## config.mk

```make
export PLATFORM = sky130hd
export DESIGN_NAME = rtc_bcd_alarm
export DESIGN_NICKNAME = d
export VERILOG_FILES = /design/src/rtl/rtc_pkg.sv /design/src/rtl/rtc_prescaler.sv /design/src/rtl/rtc_timekeeper.sv /design/src/rtl/rtc_alarm.sv /design/src/rtl/rtc_bcd_alarm.sv
export SDC_FILE = /design/constraint.sdc
export NUM_CORES = 1
export LEC_CHECK = 0
export BUFFER_PORTS_ARGS = -buffer_cell sky130_fd_sc_hd__buf_2
export CAP_MARGIN = 10
export CORE_MARGIN = 4
export CORE_UTILIZATION = 49
export CTS_BUF_LIST = sky130_fd_sc_hd__clkbuf_4 sky130_fd_sc_hd__clkbuf_8 sky130_fd_sc_hd__clkbuf_16
export CTS_CLUSTER_DIAMETER = 80
export DETAILED_ROUTE_END_ITERATION = 8
export PLACE_DENSITY_LB_ADDON = 0.2
export SETUP_SLACK_MARGIN = 0.05
export SYNTH_ARGS = -nofsm -noshare
export SYNTH_HDL_FRONTEND = slang
export SYNTH_HIERARCHICAL = 1
export SYNTH_SLANG_ARGS = --single-unit
```

## constraint.sdc

```tcl
create_clock -name clk -period 2.91 [get_ports clk]
set_clock_uncertainty 0.2 [all_clocks]
set_input_delay 0.291 -clock clk [delete_from_list [all_inputs] [get_ports clk]]
set_output_delay 0.291 -clock clk [all_outputs]
set_load 0.05 [all_outputs]
```

## src/rtl/rtc_pkg.sv

```systemverilog
// Shared constants and BCD helpers for the calendar clock.
// Assumes packed BCD values held in 8-bit fields.
package rtc_pkg;

    localparam int ADDR_W = 4;
    localparam int DATA_W = 8;

    localparam logic [ADDR_W-1:0] ADR_SEC   = 4'h0;
    localparam logic [ADDR_W-1:0] ADR_MIN   = 4'h1;
    localparam logic [ADDR_W-1:0] ADR_HOUR  = 4'h2;
    localparam logic [ADDR_W-1:0] ADR_DOW   = 4'h3;
    localparam logic [ADDR_W-1:0] ADR_DATE  = 4'h4;
    localparam logic [ADDR_W-1:0] ADR_MON   = 4'h5;
    localparam logic [ADDR_W-1:0] ADR_YEAR  = 4'h6;
    localparam logic [ADDR_W-1:0] ADR_ASEC  = 4'h7;
    localparam logic [ADDR_W-1:0] ADR_AMIN  = 4'h8;
    localparam logic [ADDR_W-1:0] ADR_AHOUR = 4'h9;
    localparam logic [ADDR_W-1:0] ADR_ADAY  = 4'hA;
    localparam logic [ADDR_W-1:0] ADR_CTRL  = 4'hB;
    localparam logic [ADDR_W-1:0] ADR_STAT  = 4'hC;

    // Add one to a two-digit BCD value (caller handles the wrap).
    function automatic logic [7:0] bcd_inc(input logic [7:0] v);
        if (v[3:0] == 4'h9) return {v[7:4] + 4'h1, 4'h0};
        else                return {v[7:4], v[3:0] + 4'h1};
    endfunction

    // True when a BCD year is a multiple of four.
    function automatic logic bcd_leap(input logic [7:0] yr);
        if (yr[4]) return (yr[3:0] == 4'h2) || (yr[3:0] == 4'h6);
        else       return (yr[3:0] == 4'h0) || (yr[3:0] == 4'h4) || (yr[3:0] == 4'h8);
    endfunction

    // Last date of a BCD month, in BCD.
    function automatic logic [7:0] last_date(input logic [7:0] mon, input logic [7:0] yr);
        case (mon)
            8'h02:                      return bcd_leap(yr) ? 8'h29 : 8'h28;
            8'h04, 8'h06, 8'h09, 8'h11: return 8'h30;
            default:                    return 8'h31;
        endcase
    endfunction

endpackage

```

## src/rtl/rtc_prescaler.sv

```systemverilog
// Sub-second phase counter: turns SUB_TICKS timebase pulses into one
// second step. Assumes SUB_TICKS >= 2. restart forces the phase to zero.
module rtc_prescaler #(
    parameter int SUB_TICKS = 4,
    parameter int PW        = (SUB_TICKS > 1) ? $clog2(SUB_TICKS) : 1
) (
    input  logic          clk,
    input  logic          rst_n,
    input  logic          tick_en,
    input  logic          run,
    input  logic          restart,
    output logic          sec_pulse,
    output logic [PW-1:0] phase
);
    localparam logic [PW-1:0] LAST = PW'(SUB_TICKS - 1);

    assign sec_pulse = tick_en && run && (phase == LAST) && !restart;

    // Advance the phase on each timebase pulse while running.
    always_ff @(posedge clk) begin
        if (!rst_n)               phase <= '0;
        else if (restart)         phase <= '0;
        else if (tick_en && run)  phase <= (phase == LAST) ? '0 : phase + 1'b1;
    end
endmodule

```

## src/rtl/rtc_timekeeper.sv

```systemverilog
// Time and calendar registers with the BCD carry chain.
// Assumes step is never high in a cycle with a host write to these registers.
module rtc_timekeeper
    import rtc_pkg::*;
(
    input  logic              clk,
    input  logic              rst_n,
    input  logic              step,
    input  logic              wr_en,
    input  logic [ADDR_W-1:0] wr_addr,
    input  logic [DATA_W-1:0] wr_data,
    output logic [7:0]        sec_q,
    output logic [7:0]        min_q,
    output logic [7:0]        hr_q,
    output logic [7:0]        dow_q,
    output logic [7:0]        date_q,
    output logic [7:0]        mon_q,
    output logic [7:0]        yr_q
);
    logic [7:0] nsec, nmin, nhr, ndow, ndate, nmon, nyr, inc8;
    logic       roll_min, roll_hr, roll_day, roll_mon, roll_yr;

    // Next-state of the whole calendar for one second step.
    always_comb begin
        nsec = sec_q;  nmin = min_q;  nhr = hr_q;  ndow = dow_q;
        ndate = date_q; nmon = mon_q; nyr = yr_q;  inc8 = 8'h00;
        roll_min = 1'b0; roll_hr = 1'b0; roll_day = 1'b0;
        roll_mon = 1'b0; roll_yr = 1'b0;
        if (step) begin
            if (sec_q == 8'h59) begin nsec = 8'h00; roll_min = 1'b1; end
            else nsec = bcd_inc(sec_q);
            if (roll_min) begin
                if (min_q == 8'h59) begin nmin = 8'h00; roll_hr = 1'b1; end
                else nmin = bcd_inc(min_q);
            end
            if (roll_hr) begin
                if (hr_q[6]) begin
                    if (hr_q[4:0] == 5'h12) nhr = {hr_q[7:5], 5'h01};
                    else if (hr_q[4:0] == 5'h11) begin
                        nhr      = {2'b01, ~hr_q[5], 5'h12};
                        roll_day = hr_q[5];
                    end else begin
                        inc8 = bcd_inc({3'b000, hr_q[4:0]});
                        nhr  = {hr_q[7:5], inc8[4:0]};
                    end
                end else begin
                    if (hr_q[5:0] == 6'h23) begin nhr = 8'h00; roll_day = 1'b1; end
                    else nhr = bcd_inc(hr_q);
                end
            end
            if (roll_day) begin
                ndow = (dow_q == 8'h07) ? 8'h01 : dow_q + 8'h01;
                if (date_q == last_date(mon_q, yr_q)) begin ndate = 8'h01; roll_mon = 1'b1; end
                else ndate = bcd_inc(date_q);
            end
            if (roll_mon) begin
                if (mon_q == 8'h12) begin nmon = 8'h01; roll_yr = 1'b1; end
                else nmon = bcd_inc(mon_q);
            end
            if (roll_yr) nyr = (yr_q == 8'h99) ? 8'h00 : bcd_inc(yr_q);
        end
    end

    // Register update: host write (masked to kept bits) or carry chain.
    always_ff @(posedge clk) begin
        if (!rst_n) begin
            sec_q <= 8'h00; min_q <= 8'h00; hr_q <= 8'h00; dow_q <= 8'h01;
            date_q <= 8'h01; mon_q <= 8'h01; yr_q <= 8'h00;
        end else if (wr_en) begin
            case (wr_addr)
                ADR_SEC:  sec_q  <= wr_data & 8'h7F;
                ADR_MIN:  min_q  <= wr_data & 8'h7F;
                ADR_HOUR: hr_q   <= wr_data & 8'h7F;
                ADR_DOW:  dow_q  <= wr_data & 8'h07;
                ADR_DATE: date_q <= wr_data & 8'h3F;
                ADR_MON:  mon_q  <= wr_data & 8'h1F;
                ADR_YEAR: yr_q   <= wr_data;
                default:  ;
            endcase
        end else begin
            sec_q <= nsec; min_q <= nmin; hr_q <= nhr; dow_q <= ndow;
            date_q <= ndate; mon_q <= nmon; yr_q <= nyr;
        end
    end
endmodule

```

## src/rtl/rtc_alarm.sv

```systemverilog
// Time-of-day alarm registers, per-field masked match and request flag.
// Assumes check is high for one cycle after each advanced second.
module rtc_alarm
    import rtc_pkg::*;
(
    input  logic              clk,
    input  logic              rst_n,
    input  logic              wr_en,
    input  logic [ADDR_W-1:0] wr_addr,
    input  logic [DATA_W-1:0] wr_data,
    input  logic              clr,
    input  logic              check,
    input  logic [7:0]        sec_q,
    input  logic [7:0]        min_q,
    input  logic [7:0]        hr_q,
    input  logic [7:0]        dow_q,
    output logic [7:0]        asec_q,
    output logic [7:0]        amin_q,
    output logic [7:0]        ahr_q,
    output logic [7:0]        aday_q,
    output logic              flag
);
    logic hit;

    // Each field matches when masked or equal; all four must match.
    always_comb begin
        hit = (asec_q[7] || asec_q[6:0] == sec_q[6:0]) &&
              (amin_q[7] || amin_q[6:0] == min_q[6:0]) &&
              (ahr_q[7]  || ahr_q[6:0]  == hr_q[6:0])  &&
              (aday_q[7] || aday_q[2:0] == dow_q[2:0]);
    end

    // Alarm register writes, masked to kept bits.
    always_ff @(posedge clk) begin
        if (!rst_n) begin
            asec_q <= 8'h00; amin_q <= 8'h00; ahr_q <= 8'h00; aday_q <= 8'h00;
        end else if (wr_en) begin
            case (wr_addr)
                ADR_ASEC:  asec_q <= wr_data;
                ADR_AMIN:  amin_q <= wr_data;
                ADR_AHOUR: ahr_q  <= wr_data;
                ADR_ADAY:  aday_q <= wr_data & 8'h87;
                default:   ;
            endcase
        end
    end

    // Sticky request flag: set on match, cleared by alarm access.
    always_ff @(posedge clk) begin
        if (!rst_n)            flag <= 1'b0;
        else if (check && hit) flag <= 1'b1;
        else if (clr)          flag <= 1'b0;
    end
endmodule

```

## src/rtl/rtc_bcd_alarm.sv

```systemverilog
// Top of the BCD calendar clock: host decode, control register,
// read mux and interrupt. Assumes one host access per cycle.
module rtc_bcd_alarm
    import rtc_pkg::*;
#(
    parameter int SUB_TICKS = 4,
    localparam int PW       = (SUB_TICKS > 1) ? $clog2(SUB_TICKS) : 1
) (
    input  logic              clk,
    input  logic              rst_n,
    input  logic              tick_en,
    input  logic              reg_wr,
    input  logic              reg_rd,
    input  logic [ADDR_W-1:0] reg_addr,
    input  logic [DATA_W-1:0] reg_wdata,
    output logic [DATA_W-1:0] reg_rdata,
    output logic              irq
);
    logic          stop_q, aie_q, sec_done, sec_pulse, sec_step, flag;
    logic          time_wr, restart, alarm_acc, run;
    logic [PW-1:0] phase_q;
    logic [7:0]    sec_q, min_q, hr_q, dow_q, date_q, mon_q, yr_q;
    logic [7:0]    asec_q, amin_q, ahr_q, aday_q;

    assign run       = !stop_q;
    assign time_wr   = reg_wr && (reg_addr <= ADR_YEAR);
    assign restart   = reg_wr && (reg_addr == ADR_SEC);
    assign alarm_acc = (reg_wr || reg_rd) && (reg_addr >= ADR_ASEC) && (reg_addr <= ADR_ADAY);
    assign sec_step  = sec_pulse && !time_wr;
    assign irq       = flag && aie_q;

    rtc_prescaler #(.SUB_TICKS(SUB_TICKS), .PW(PW)) i_pre (
        .clk(clk), .rst_n(rst_n), .tick_en(tick_en), .run(run),
        .restart(restart), .sec_pulse(sec_pulse), .phase(phase_q)
    );

    rtc_timekeeper i_time (
        .clk(clk), .rst_n(rst_n), .step(sec_step), .wr_en(time_wr),
        .wr_addr(reg_addr), .wr_data(reg_wdata),
        .sec_q(sec_q), .min_q(min_q), .hr_q(hr_q), .dow_q(dow_q),
        .date_q(date_q), .mon_q(mon_q), .yr_q(yr_q)
    );

    rtc_alarm i_alarm (
        .clk(clk), .rst_n(rst_n), .wr_en(reg_wr), .wr_addr(reg_addr),
        .wr_data(reg_wdata), .clr(alarm_acc), .check(sec_done),
        .sec_q(sec_q), .min_q(min_q), .hr_q(hr_q), .dow_q(dow_q),
        .asec_q(asec_q), .amin_q(amin_q), .ahr_q(ahr_q), .aday_q(aday_q),
        .flag(flag)
    );

    // Control bits and the one-cycle delayed second marker for the alarm.
    always_ff @(posedge clk) begin
        if (!rst_n) begin
            stop_q <= 1'b1; aie_q <= 1'b0; sec_done <= 1'b0;
        end else begin
            sec_done <= sec_step;
            if (reg_wr && reg_addr == ADR_CTRL) begin
                stop_q <= reg_wdata[7];
                aie_q  <= reg_wdata[0];
            end
        end
    end

    // Combinational register read mux.
    always_comb begin
        case (reg_addr)
            ADR_SEC:   reg_rdata = sec_q;
            ADR_MIN:   reg_rdata = min_q;
            ADR_HOUR:  reg_rdata = hr_q;
            ADR_DOW:   reg_rdata = dow_q;
            ADR_DATE:  reg_rdata = date_q;
            ADR_MON:   reg_rdata = mon_q;
            ADR_YEAR:  reg_rdata = yr_q;
            ADR_ASEC:  reg_rdata = asec_q;
            ADR_AMIN:  reg_rdata = amin_q;
            ADR_AHOUR: reg_rdata = ahr_q;
            ADR_ADAY:  reg_rdata = aday_q;
            ADR_CTRL:  reg_rdata = {stop_q, 6'b000000, aie_q};
            ADR_STAT:  reg_rdata = {7'b0000000, flag};
            default:   reg_rdata = 8'h00;
        endcase
    end
endmodule

```

==> impl_metrics.env, run 1 <==
export IMPL_status="complete, no violations"
export IMPL_dieArea_mm2=0.01513
export IMPL_p_leak_nw=2.777
export IMPL_startpoint_type="register"
export IMPL_synth_flop_cell="dfxtp_1"
export IMPL_cap_viol_max_count=0
export IMPL_setup_viol=0
export IMPL_post_route_min_period_ns=2.783
export IMPL_core_area_mm2=0.01277
export IMPL_slowest_delay_ns=0.52
export IMPL_synth_edf_count=0
export IMPL_pre_cts_ws_ns=0.1204
export IMPL_fin_nets=852
export IMPL_syn_avg_cell_area_um2=8.288
export IMPL_fin_util=0.5652
export IMPL_antenna_cells=0
export IMPL_htree_levels=3
export IMPL_clock_latency_ns=0.36
export IMPL_required_ns=2.94
export IMPL_rsz0062_at_grt="true"
export IMPL_synth_mux_area_frac=0.09151
export IMPL_slew_viol_final=0
export IMPL_synth_top_area_cell="dfxtp_1"
export IMPL_clk_pin_slew_ns=0.07
export IMPL_powerDensity_mw_per_mm2=382.4
export IMPL_cts_made_buffers=9
export IMPL_yosys_area_share_simple=0.2641
export IMPL_ir_drop_v=0.0002995
export IMPL_grt_ovfl_total=0
export IMPL_async_flop_share=0
export IMPL_finalPower_mw=2.761
export IMPL_viasPerCell=6.292
export IMPL_grt_pass1_vias=5930
export IMPL_cts_hold_fix_buffers=0
export IMPL_tightest_slew_ns=0.6075
export IMPL_netlist_instances=782
export IMPL_synth_top_family_by_area="simple AND/OR/NAND/NOR gates"
export IMPL_fin_ws_ns=0.1266
export IMPL_yosysTopAreaCellShare=0.2780
export IMPL_fmax_mhz=359.3
export IMPL_vias=6242
export IMPL_worstPathMaxFanout=9
export IMPL_relSlewSlack=0.5950
export IMPL_grt_max_degree=64
export IMPL_grtUsageTotal=0.2768
export IMPL_first_pass_iters=6
export IMPL_mostFrequentLayoutCells="dfxtp_1 (88), nand2_1 (70), nor2_1 (50), nor2b_1 (46), a21oi_1 (44)"
export IMPL_dp_hpwl_mm=15.05
export IMPL_initial_core_util=0.5074
export IMPL_drtAntennaViolNets=0
export IMPL_final_layout_size_suffix_gt1_frac=0.1598
export IMPL_grt_pass1_wl_mm=32.42
export IMPL_synth_xor_area_share=0.04054
export IMPL_period_share=0.9565
export IMPL_ys_seq_area_frac=0.2780
export IMPL_row_count=41
export IMPL_hold_viol=0
export IMPL_yosysWarnings=6
export IMPL_synthAdderAreaFrac=0.03861
export IMPL_hold_path_class="input port to register"
export IMPL_io_buffers=25
export IMPL_die_w_um=123.0
export IMPL_setup_tns_ns=0
export IMPL_root_buffer="clkbuf_16"
export IMPL_synth_compound_area_frac=0.2295
export IMPL_drt_iter0_drc=805
export IMPL_synth_ff_latch_count=90
export IMPL_cts_tree="done"
export IMPL_routed_wl_mm=20.44
export IMPL_clockBufferDepth=2
export IMPL_nFillCells=1175
export IMPL_antenna_found_initial=2
export IMPL_synth_area_mm2=0.006481
export IMPL_drc_errors=0
export IMPL_slowest_stage="or4_4"
export IMPL_final_common_cell="dfxtp_1"
export IMPL_crit_chain="inv_1 > ha_1 > nand3b_1 > or4_4 > a21o_1 > a21oi_1 > o221ai_2 > buf_4 > o211ai_1 > o41ai_2"
export IMPL_area_growth_pct=11.39
export IMPL_worstSetupPathType="register to register"
export IMPL_cts_num_sinks=90
export IMPL_post_drt_wl_per_cell_um=20.61
export IMPL_ys_top_cells_by_area="dfxtp_1 (28%), mux2i_1 (5.6%), nor2b_1 (4.4%), nand2_1 (4.1%), ha_1 (3.9%)"
export IMPL_crit_path_end_kind="register"
export IMPL_pin_count=26
export IMPL_die_h_um=123.0
export IMPL_cp_arrival_ns=2.82
export IMPL_synthDistinctLibCells=97
export IMPL_routabilityCongestion=0.9741
[timing repair]
item	4_1_cts	5_1_grt
buffers inserted	0	0
endpoints found under the setup margin	0	14
resized for setup	0	5
[where the power goes]
group | total (mW) | internal [mW] | switching [mW]
sequential | 1.25 | 1.24 | 0.00924
combinational | 0.287 | 0.0936 | 0.193
clock | 1.23 | 0.691 | 0.535
[synth_stat cells (4+ instances only)]
cell type   n
o31ai_1    10
xnor2_1    15
xor2_1     15
nor2_1     50
a21o_1      6
buf_2      12
o22ai_1     4
nand3b_1   10
o211ai_1    8
a31oi_1    11
nor3_1     16
a32oi_1     7
buf_4       8
o21ai_0    40
inv_1      27
mux4_2      6
nand2b_1    4
buf_1       5
o21ai_1     9
nor2b_1    46
nor3b_1    10
or3_1       6
and2_1     12
nor4_1      4
nand4_1    13
dfxtp_1    90
o311ai_1    4
nand3_1    21
mux2_2      4
a21boi_0    5
ha_1       20
mux2i_1    36
a211oi_1    4
nand2_1    71
a22oi_1     6
a21oi_1    44
clkbuf_1   20
and3_1     11
[path summary, 6_finish.rpt]
path | startpoint | to | slack (ns) | depth (start not counted)
setup / recovery | i_time/min_q[5] | i_time/mon_q[7] | 0.13 | 10
hold / removal | tick_en | i_pre/phase[1] | 0.05 | 3
setup reg to reg | i_time/min_q[5] | i_time/mon_q[7] | 0.13 | 10
hold reg to reg | i_time/sec_q[5] | i_time/sec_q[5] | 0.29 | 2
[per-stage QoR]
stage                     instances  hold WS, ns  area [um2]
final                           992      0.05204        7219
after global routing            992      0.06523        7219
after CTS                       992      0.03343        7202
after detailed placement        976       0.2775        6898
after global placement          976       0.2703        6898
after floorplan                 785       0.1529        6492
[flip-flops by register name, indices dropped and copies added, names as in the netlist]
name and cells:
i_time/mon_q 8, i_time/sec_q 8, i_alarm/amin_q 8, i_alarm/flag 1
sec_done 1, i_time/dow_q 8, i_time/yr_q 8, i_alarm/asec_q 8
i_alarm/aday_q 4, i_time/date_q 8, i_alarm/ahr_q 8, i_pre/phase 2
i_time/hr_q 8, i_time/min_q 8, stop_q 1, aie_q 1
[critical path: cells and delay by family (launching register included)]
kind / cells / cell delay (ns)
compound gates: 5 / 0.97
fa+ha+maj: 1 / 0.15
buf+inv: 2 / 0.31
flops: 1 / 0.40
simple gates: 2 / 0.62
[routing by layer]
layer,share of wire,GRT usage
met5,0.0011,0
met3,0.085,0.05901
met1,0.43,0.3772
met2,0.45,0.4363
met4,0.027,0.09412
[cell families after synthesis]
group,Yosys count
buffers and inverters,79
other,1
AO/OA/AOI/OAI,210
multiplexers,49
AND/OR/NAND/NOR,303
XOR/XNOR,30
flip-flops,90
adder cells (fa/ha/maj),20
[layout make-up]
| class | instances | area, um2 | share of cell area |
|---|---|---|---|
| clock buffer | 10 | 239.0 | 0.03310 |
| clock inverter | 6 | 65.06 | 0.009012 |
| inverter | 30 | 112.6 | 0.01560 |
| multi-input combinational | 616 | 4335 | 0.6005 |
| sequential | 90 | 1804 | 0.2499 |
| tap | 172 | 215.2 | 0.02981 |
| timing repair buffer | 68 | 447.9 | 0.06205 |
Note: power is estimated with default switching activity, not from simulation.
==> run 2, diff against run 1 <==
SYNTH_HIERARCHICAL = default   (was 1)
==> run 2 against run 1 <==
Sequential share of layout area grew 0.57 points. Utilization up 1.4 points. Combinational power increased by 12%. Synthesized cell count is 3.3% higher. Clock power barely moved. Global-route usage is 1.6 points higher. Register-to-register slack gained 0.03 ns. Sequential power barely moved. Via count increased by 4.8%. Critical path depth shrank 1. Critical path type unchanged.
==> impl_metrics.env, run 2 <==
export IMPL_rsz0062_at_grt="true"
export IMPL_startpoint_type="register"
export IMPL_grt_pass1_vias=6133
export IMPL_worstSetupPathType="register to register"
export IMPL_grt_ovfl_total=0
export IMPL_relSlewSlack=0.4363
export IMPL_r2r_cells=9
export IMPL_antenna_cells=0
export IMPL_yosysWarnings=0
export IMPL_netlist_instances=808
export IMPL_placed_cell_area_mm2=0.006713
export IMPL_ys_seq_area_frac=0.2915
export IMPL_cp_top_family="compound AO/OA/AOI/OAI gates"
export IMPL_pin_count=26
export IMPL_fmax_mhz=363.6
export IMPL_worstPathMaxFanout=11
export IMPL_synth_ff_latch_count=90
export IMPL_grt_max_degree=46
export IMPL_io_buffers=25
export IMPL_crit_path_end_kind="register"
export IMPL_holdPathStages=3
export IMPL_ir_drop_v=0.0003136
export IMPL_synthAdderAreaFrac=0.04049
export IMPL_p_leak_nw=2.665
export IMPL_slowest_stage="or4b_4"
export IMPL_synth_commonest_cells="dfxtp_1 (90), nor2_1 (79), nand2_1 (77)"
export IMPL_grt_pass1_wl_mm=33.15
export IMPL_reg2reg_from="i_time.mon_q[4]"
export IMPL_required_ns=2.98
export IMPL_root_buffer="clkbuf_16"
export IMPL_mostFrequentLayoutCells="dfxtp_1 (90), nor2_1 (79), nand2_1 (77), o21ai_0 (64), a21oi_1 (63)"
export IMPL_clock_latency_ns=0.36
export IMPL_cp_arrival_ns=2.82
export IMPL_pre_cts_ws_ns=-0.05260
export IMPL_die_h_um=120.3
export IMPL_dp_hpwl_mm=15.73
export IMPL_slew_viol_final=0
export IMPL_final_common_cell="dfxtp_1"
export IMPL_tightest_slew_ns=0.8443
export IMPL_fin_ws_ns=0.1598
export IMPL_synth_edf_count=0
export IMPL_synth_most_common_cell="dfxtp_1"
export IMPL_area_growth_pct=14.05
export IMPL_status="complete, no violations"
export IMPL_drt_iter0_drc=835
export IMPL_viasPerCell=6.447
export IMPL_routabilityCongestion=0.9686
export IMPL_clk_pin_slew_ns=0.07
export IMPL_yosysTopAreaCellShare=0.2915
export IMPL_dieArea_mm2=0.01447
export IMPL_clockBufferDepth=2
export IMPL_synthDistinctLibCells=74
export IMPL_ys_top_cells_by_area="dfxtp_1 (29%), o21ai_0 (5.7%), a21oi_1 (5.2%), nor2_1 (4.8%), nand2_1 (4.7%)"
export IMPL_fin_nets=879
export IMPL_core_area_mm2=0.01216
export IMPL_synth_top_area_cell="dfxtp_1"
export IMPL_synth_flop_cell="dfxtp_1"
export IMPL_synth_compound_area_frac=0.2547
export IMPL_hold_path_class="input port to register"
export IMPL_hold_path_end="i_alarm.asec_q[4]"
export IMPL_initial_core_util=0.5082
export IMPL_setup_viol=0
export IMPL_powerDensity_mw_per_mm2=397.6
export IMPL_setup_tns_ns=0
export IMPL_final_layout_size_suffix_gt1_frac=0.1452
export IMPL_row_count=40
export IMPL_hold_viol=0
export IMPL_first_pass_iters=6
export IMPL_synth_nets=845
export IMPL_finalPower_mw=2.803
export IMPL_die_w_um=120.3
export IMPL_vias=6544
export IMPL_crit_chain="inv_1 > ha_4 > or4b_4 > nand4bb_4 > a21boi_2 > a21boi_4 > nor2_4 > o41a_1 > o32ai_2"
export IMPL_drtAntennaViolNets=0
export IMPL_drc_errors=0
export IMPL_syn_avg_cell_area_um2=7.650
export IMPL_grtUsageTotal=0.2930
export IMPL_cap_viol_max_count=0
export IMPL_cts_tree="done"
export IMPL_synth_xor_area_share=0.04534
export IMPL_async_flop_share=0
export IMPL_cts_setup_buffers=0
export IMPL_period_share=0.9451
export IMPL_hp_start="reg_wdata[4]"
export IMPL_stdcell_area_mm2=0.007049
export IMPL_crit_buf_inv=1
export IMPL_slowest_delay_ns=0.46
export IMPL_routed_wl_mm=21.07
export IMPL_ff2ff_setup_slack_ns=0.16
export IMPL_yosys_area_share_simple=0.2577
export IMPL_cts_num_sinks=90
export IMPL_htree_levels=3
export IMPL_synth_mux_area_frac=0.06640
export IMPL_post_route_min_period_ns=2.750
export IMPL_synth_area_mm2=0.006181
export IMPL_r2r_end="i_time.mon_q[6]"
export IMPL_hold_slack_ns=0.02207
export IMPL_synth_top_family_by_area="simple AND/OR/NAND/NOR gates"
export IMPL_antenna_found_initial=0
export IMPL_cts_made_buffers=9
export IMPL_post_drt_wl_per_cell_um=20.76
[run 2: cell types whose count changed after synthesis, moves of 8 or more]
| cell | change |
|---|---|
| inv_1 | -11 |
| o21ai_0 | +30 |
| nand3_1 | +20 |
| mux2i_1 | -13 |
| nor2_1 | +29 |
| clkbuf_1 | +20 |
| nor2b_1 | -32 |
| a21oi_1 | +20 |
| nand4_1 | -8 |
[run 2: layer usage]
| metal | vias to the layer above | wire length [um] | part of all wire | global-route usage |
|---|---|---|---|---|
| met1 | 3094 | 8676 | 0.41 | 0.3943 |
| met2 | 355 | 9431 | 0.45 | 0.4524 |
| met5 | - | 0 | 0 | 0 |
| met4 | 0 | 932 | 0.044 | 0.1508 |
| met3 | 61 | 2030 | 0.096 | 0.04911 |
| li1 | 3034 | - | - | - |
[run 2: kinds of logic after synthesis]
family | after synthesis
buf+inv | 69
flops | 90
fa+ha+maj | 20
xor+xnor | 32
simple gates | 314
mux | 36
compound gates | 247
[run 2: metrics by stage]
stage               std cells    util
floorplan                 808       -
global placement          999  0.5520
detailed placement        999  0.5520
CTS                      1015  0.5775
global route             1015  0.5796
finish                   1015  0.5796
[run 2: worst reg2reg max path, stage by stage, from the launching register on]
cell       delay (ns)
dfxtp_1          0.32
inv_1            0.10
ha_4             0.16
or4b_4           0.46
nand4bb_4        0.26
a21boi_2         0.17
a21boi_4         0.26
nor2_4           0.11
o41a_1           0.39
o32ai_2          0.24
[run 2: worst max-delay path by stage]
stage	end	startpoint	slack [ns]	cells after the start
6_report	i_time.mon_q[6]	i_time.mon_q[4]	0.16	9
3_3_place_gp	i_time.date_q[5]	i_time.mon_q[5]	0.10	9
4_1_cts	i_time.mon_q[6]	i_time.mon_q[5]	0.07	9
2_1_floorplan	reg_rdata[2]	reg_addr[0]	0.07	6
3_5_place_dp	i_time.date_q[2]	i_time.mon_q[5]	-0.05	10
5_1_grt	i_time.mon_q[6]	i_time.mon_q[4]	0.04	9
[run 2: power breakdown]
part           leakage [nW]  switching, mW  internal (mW)
sequential            0.726         0.0188           1.25
clock                 0.152          0.527          0.691
combinational          1.79          0.219          0.102
[run 2: timing repair]
action / in CTS / in global routing
gates cloned: 0 / 0
pin swaps: 0 / 1
setup endpoints to repair: 8 / 24
resized for setup: 1 / 6
hold buffers: 0 / 0
[run 2: area by class of cell]
class                           count  area [um2]
Clock buffer                       10       239.0
Clock inverter                      6       66.31
Fill cell                        1142        5112
Inverter                           16       60.06
Multi-Input combinational cell    649        4139
Sequential cell                    90        1802
Tap cell                          168       210.2
Timing Repair Buffer               76       533.0
==> run 3, diff against run 2 <==
BUFFER_PORTS_ARGS = default   (was -buffer_cell sky130_fd_sc_hd__buf_2)
CORE_MARGIN = 1.5   (was 4)
DONT_BUFFER_PORTS = 1   (was default)
==> run 3 against run 2 <==
Utilization barely moved. Largest power group unchanged. Fmax fell by 0.19%. Critical path depth did not move. Total power fell by 3.2%. Highest routed layer is now met5. Sequential share of layout area barely moved.
==> impl_metrics.env, run 3 (synthesis gave the netlist of run 2 again) <==
export IMPL_crit_path_end_kind="register"
export IMPL_grt_pass1_wl_mm=33.62
export IMPL_worstPathMaxFanout=6
export IMPL_grt_max_degree=47
export IMPL_final_layout_size_suffix_gt1_frac=0.1231
export IMPL_cts_tree="done"
export IMPL_post_drt_wl_per_cell_um=21.55
export IMPL_io_buffers=0
export IMPL_clockBufferDepth=2
export IMPL_worstSetupPathType="register to register"
export IMPL_die_h_um=115.3
export IMPL_dp_cells=973
export IMPL_startpoint_type="register"
export IMPL_hold_viol=0
export IMPL_ff2ff_setup_slack_ns=0.15
export IMPL_power_frac_seq=0.466
export IMPL_r2r_end="i_time.mon_q[6]"
export IMPL_vias=6514
export IMPL_cts_made_buffers=9
export IMPL_cp_arrival_ns=2.83
export IMPL_slew_viol_final=0
export IMPL_final_common_cell="dfxtp_1"
export IMPL_required_ns=2.98
export IMPL_period_share=0.9469
export IMPL_instances_no_fill=1006
export IMPL_post_route_min_period_ns=2.755
export IMPL_combPwrFrac=0.102
export IMPL_status="complete, no violations"
export IMPL_first_pass_iters=5
export IMPL_core_area_mm2=0.01216
export IMPL_root_buffer="clkbuf_16"
export IMPL_relSlewSlack=0.5572
export IMPL_rsz0062_at_grt="false"
export IMPL_initial_core_util=0.5082
export IMPL_grt_ovfl_total=0
export IMPL_clk_pin_slew_ns=0.07
export IMPL_crit_start="i_time.mon_q[5]"
export IMPL_grt_pass1_vias=6020
export IMPL_cts_num_sinks=90
export IMPL_setup_viol=0
export IMPL_tightest_slew_ns=0.6618
export IMPL_mostFrequentLayoutCells="dfxtp_1 (89), nor2_1 (79), nand2_1 (77), o21ai_0 (64), a21oi_1 (62)"
export IMPL_clock_latency_ns=0.35
export IMPL_pin_count=26
export IMPL_r2r_cells=9
export IMPL_row_count=40
export IMPL_fin_nets=869
export IMPL_routed_wl_mm=21.68
export IMPL_powerDensity_mw_per_mm2=384.9
export IMPL_area_growth_pct=14.11
export IMPL_p_sw_frac=0.2653
export IMPL_finalPower_mw=2.714
export IMPL_reg2reg_from="i_time.mon_q[5]"
export IMPL_stdcell_area_mm2=0.007053
export IMPL_cap_viol_max_count=0
export IMPL_slowest_delay_ns=0.47
export IMPL_placed_cell_area_mm2=0.006568
export IMPL_routabilityCongestion=0.9844
export IMPL_ir_drop_v=0.0003686
export IMPL_drc_errors=0
export IMPL_p_leak_nw=2.604
export IMPL_fin_util=0.5799
export IMPL_drt_iter0_drc=841
export IMPL_drtAntennaViolNets=0
export IMPL_endpoint="i_time.mon_q[6]"
export IMPL_viasPerCell=6.475
export IMPL_crit_chain="inv_1 > ha_2 > or4b_4 > nand4bb_4 > a21boi_2 > a21boi_4 > nor2_4 > o41a_1 > o32ai_2"
export IMPL_grtUsageTotal=0.3337
export IMPL_dieArea_mm2=0.01330
export IMPL_hold_slack_ns=0.003174
export IMPL_p_sw_mw=0.7202
export IMPL_hp_start="reg_wr"
export IMPL_clkPwrFrac=0.432
export IMPL_slowest_stage="or4b_4"
export IMPL_p_int_mw=1.994
export IMPL_fmax_mhz=362.9
export IMPL_htree_levels=3
export IMPL_hold_path_class="input port to register"
export IMPL_dp_hpwl_mm=15.27
export IMPL_antenna_found_initial=1
export IMPL_die_w_um=115.3
## run 3: worst min path at each step
stage,endpoint,depth (start not counted),slack [ns]
after detailed placement,stop_q,1,0.17
after global routing,i_time.dow_q[0],2,0.02
after CTS,i_alarm.flag,3,0.006
after floorplan,stop_q,2,0.21
after global placement,i_time.dow_q[0],1,0.17
final,i_alarm.flag,3,0.003
## run 3: final cells by class
| cell class | count | area (um2) |
|---|---|---|
| Fill cell | 1145 | 5109 |
| Multi-Input combinational cell | 650 | 4145 |
| Sequential cell | 90 | 1803 |
| Timing Repair Buffer | 65 | 540.5 |
| Clock buffer | 13 | 267.8 |
| Tap cell | 168 | 210.2 |
| Inverter | 16 | 60.06 |
| Clock inverter | 3 | 23.77 |
| Antenna cell | 1 | 2.502 |
## run 3: metal layers
metal / track usage / wire (um)
met5: 0 / 13
met4: 0.1712 / 1015
met3: 0.07486 / 2192
met2: 0.5132 / 9751
met1: 0.4389 / 8707
## run 3: power groups by stage
stage	sequential [mW]	combinational, mW	clock (mW)
finish	1.27	0.277	1.17
global route	1.27	0.294	1.23
CTS	1.26	0.270	1.18
detailed placement	1.29	0.237	0
global placement	1.29	0.234	0
floorplan	1.29	0.199	0
## run 3: metrics by stage
stage / setup WS (ns) / TNS (ns)
after floorplan: 0.06654 / 0
after global placement: 0.07405 / 0
after detailed placement: -0.04882 / -0.07337
after CTS: 0.1026 / 0
after global routing: 0.06616 / 0
final: 0.1546 / 0
## run 3: timing repair
item                                    4_1_cts  5_1_grt
cloned                                        0        1
buffers inserted                              0        3
hold endpoints to repair                     59        0
pin swaps                                     0        5
endpoints found under the setup margin        9       19
resized for setup                             1        7
hold buffers                                 12        0
## run 3: worst max-delay path, delay by kind of cell (launching register included)
kind                       cells  cell delay [ns]
AOI/OAI and AO/OA              4             1.09
adders and majority gates      1             0.18
buffers and inverters          1             0.08
DFF                            1             0.31
and+or+nand+nor                3             0.80
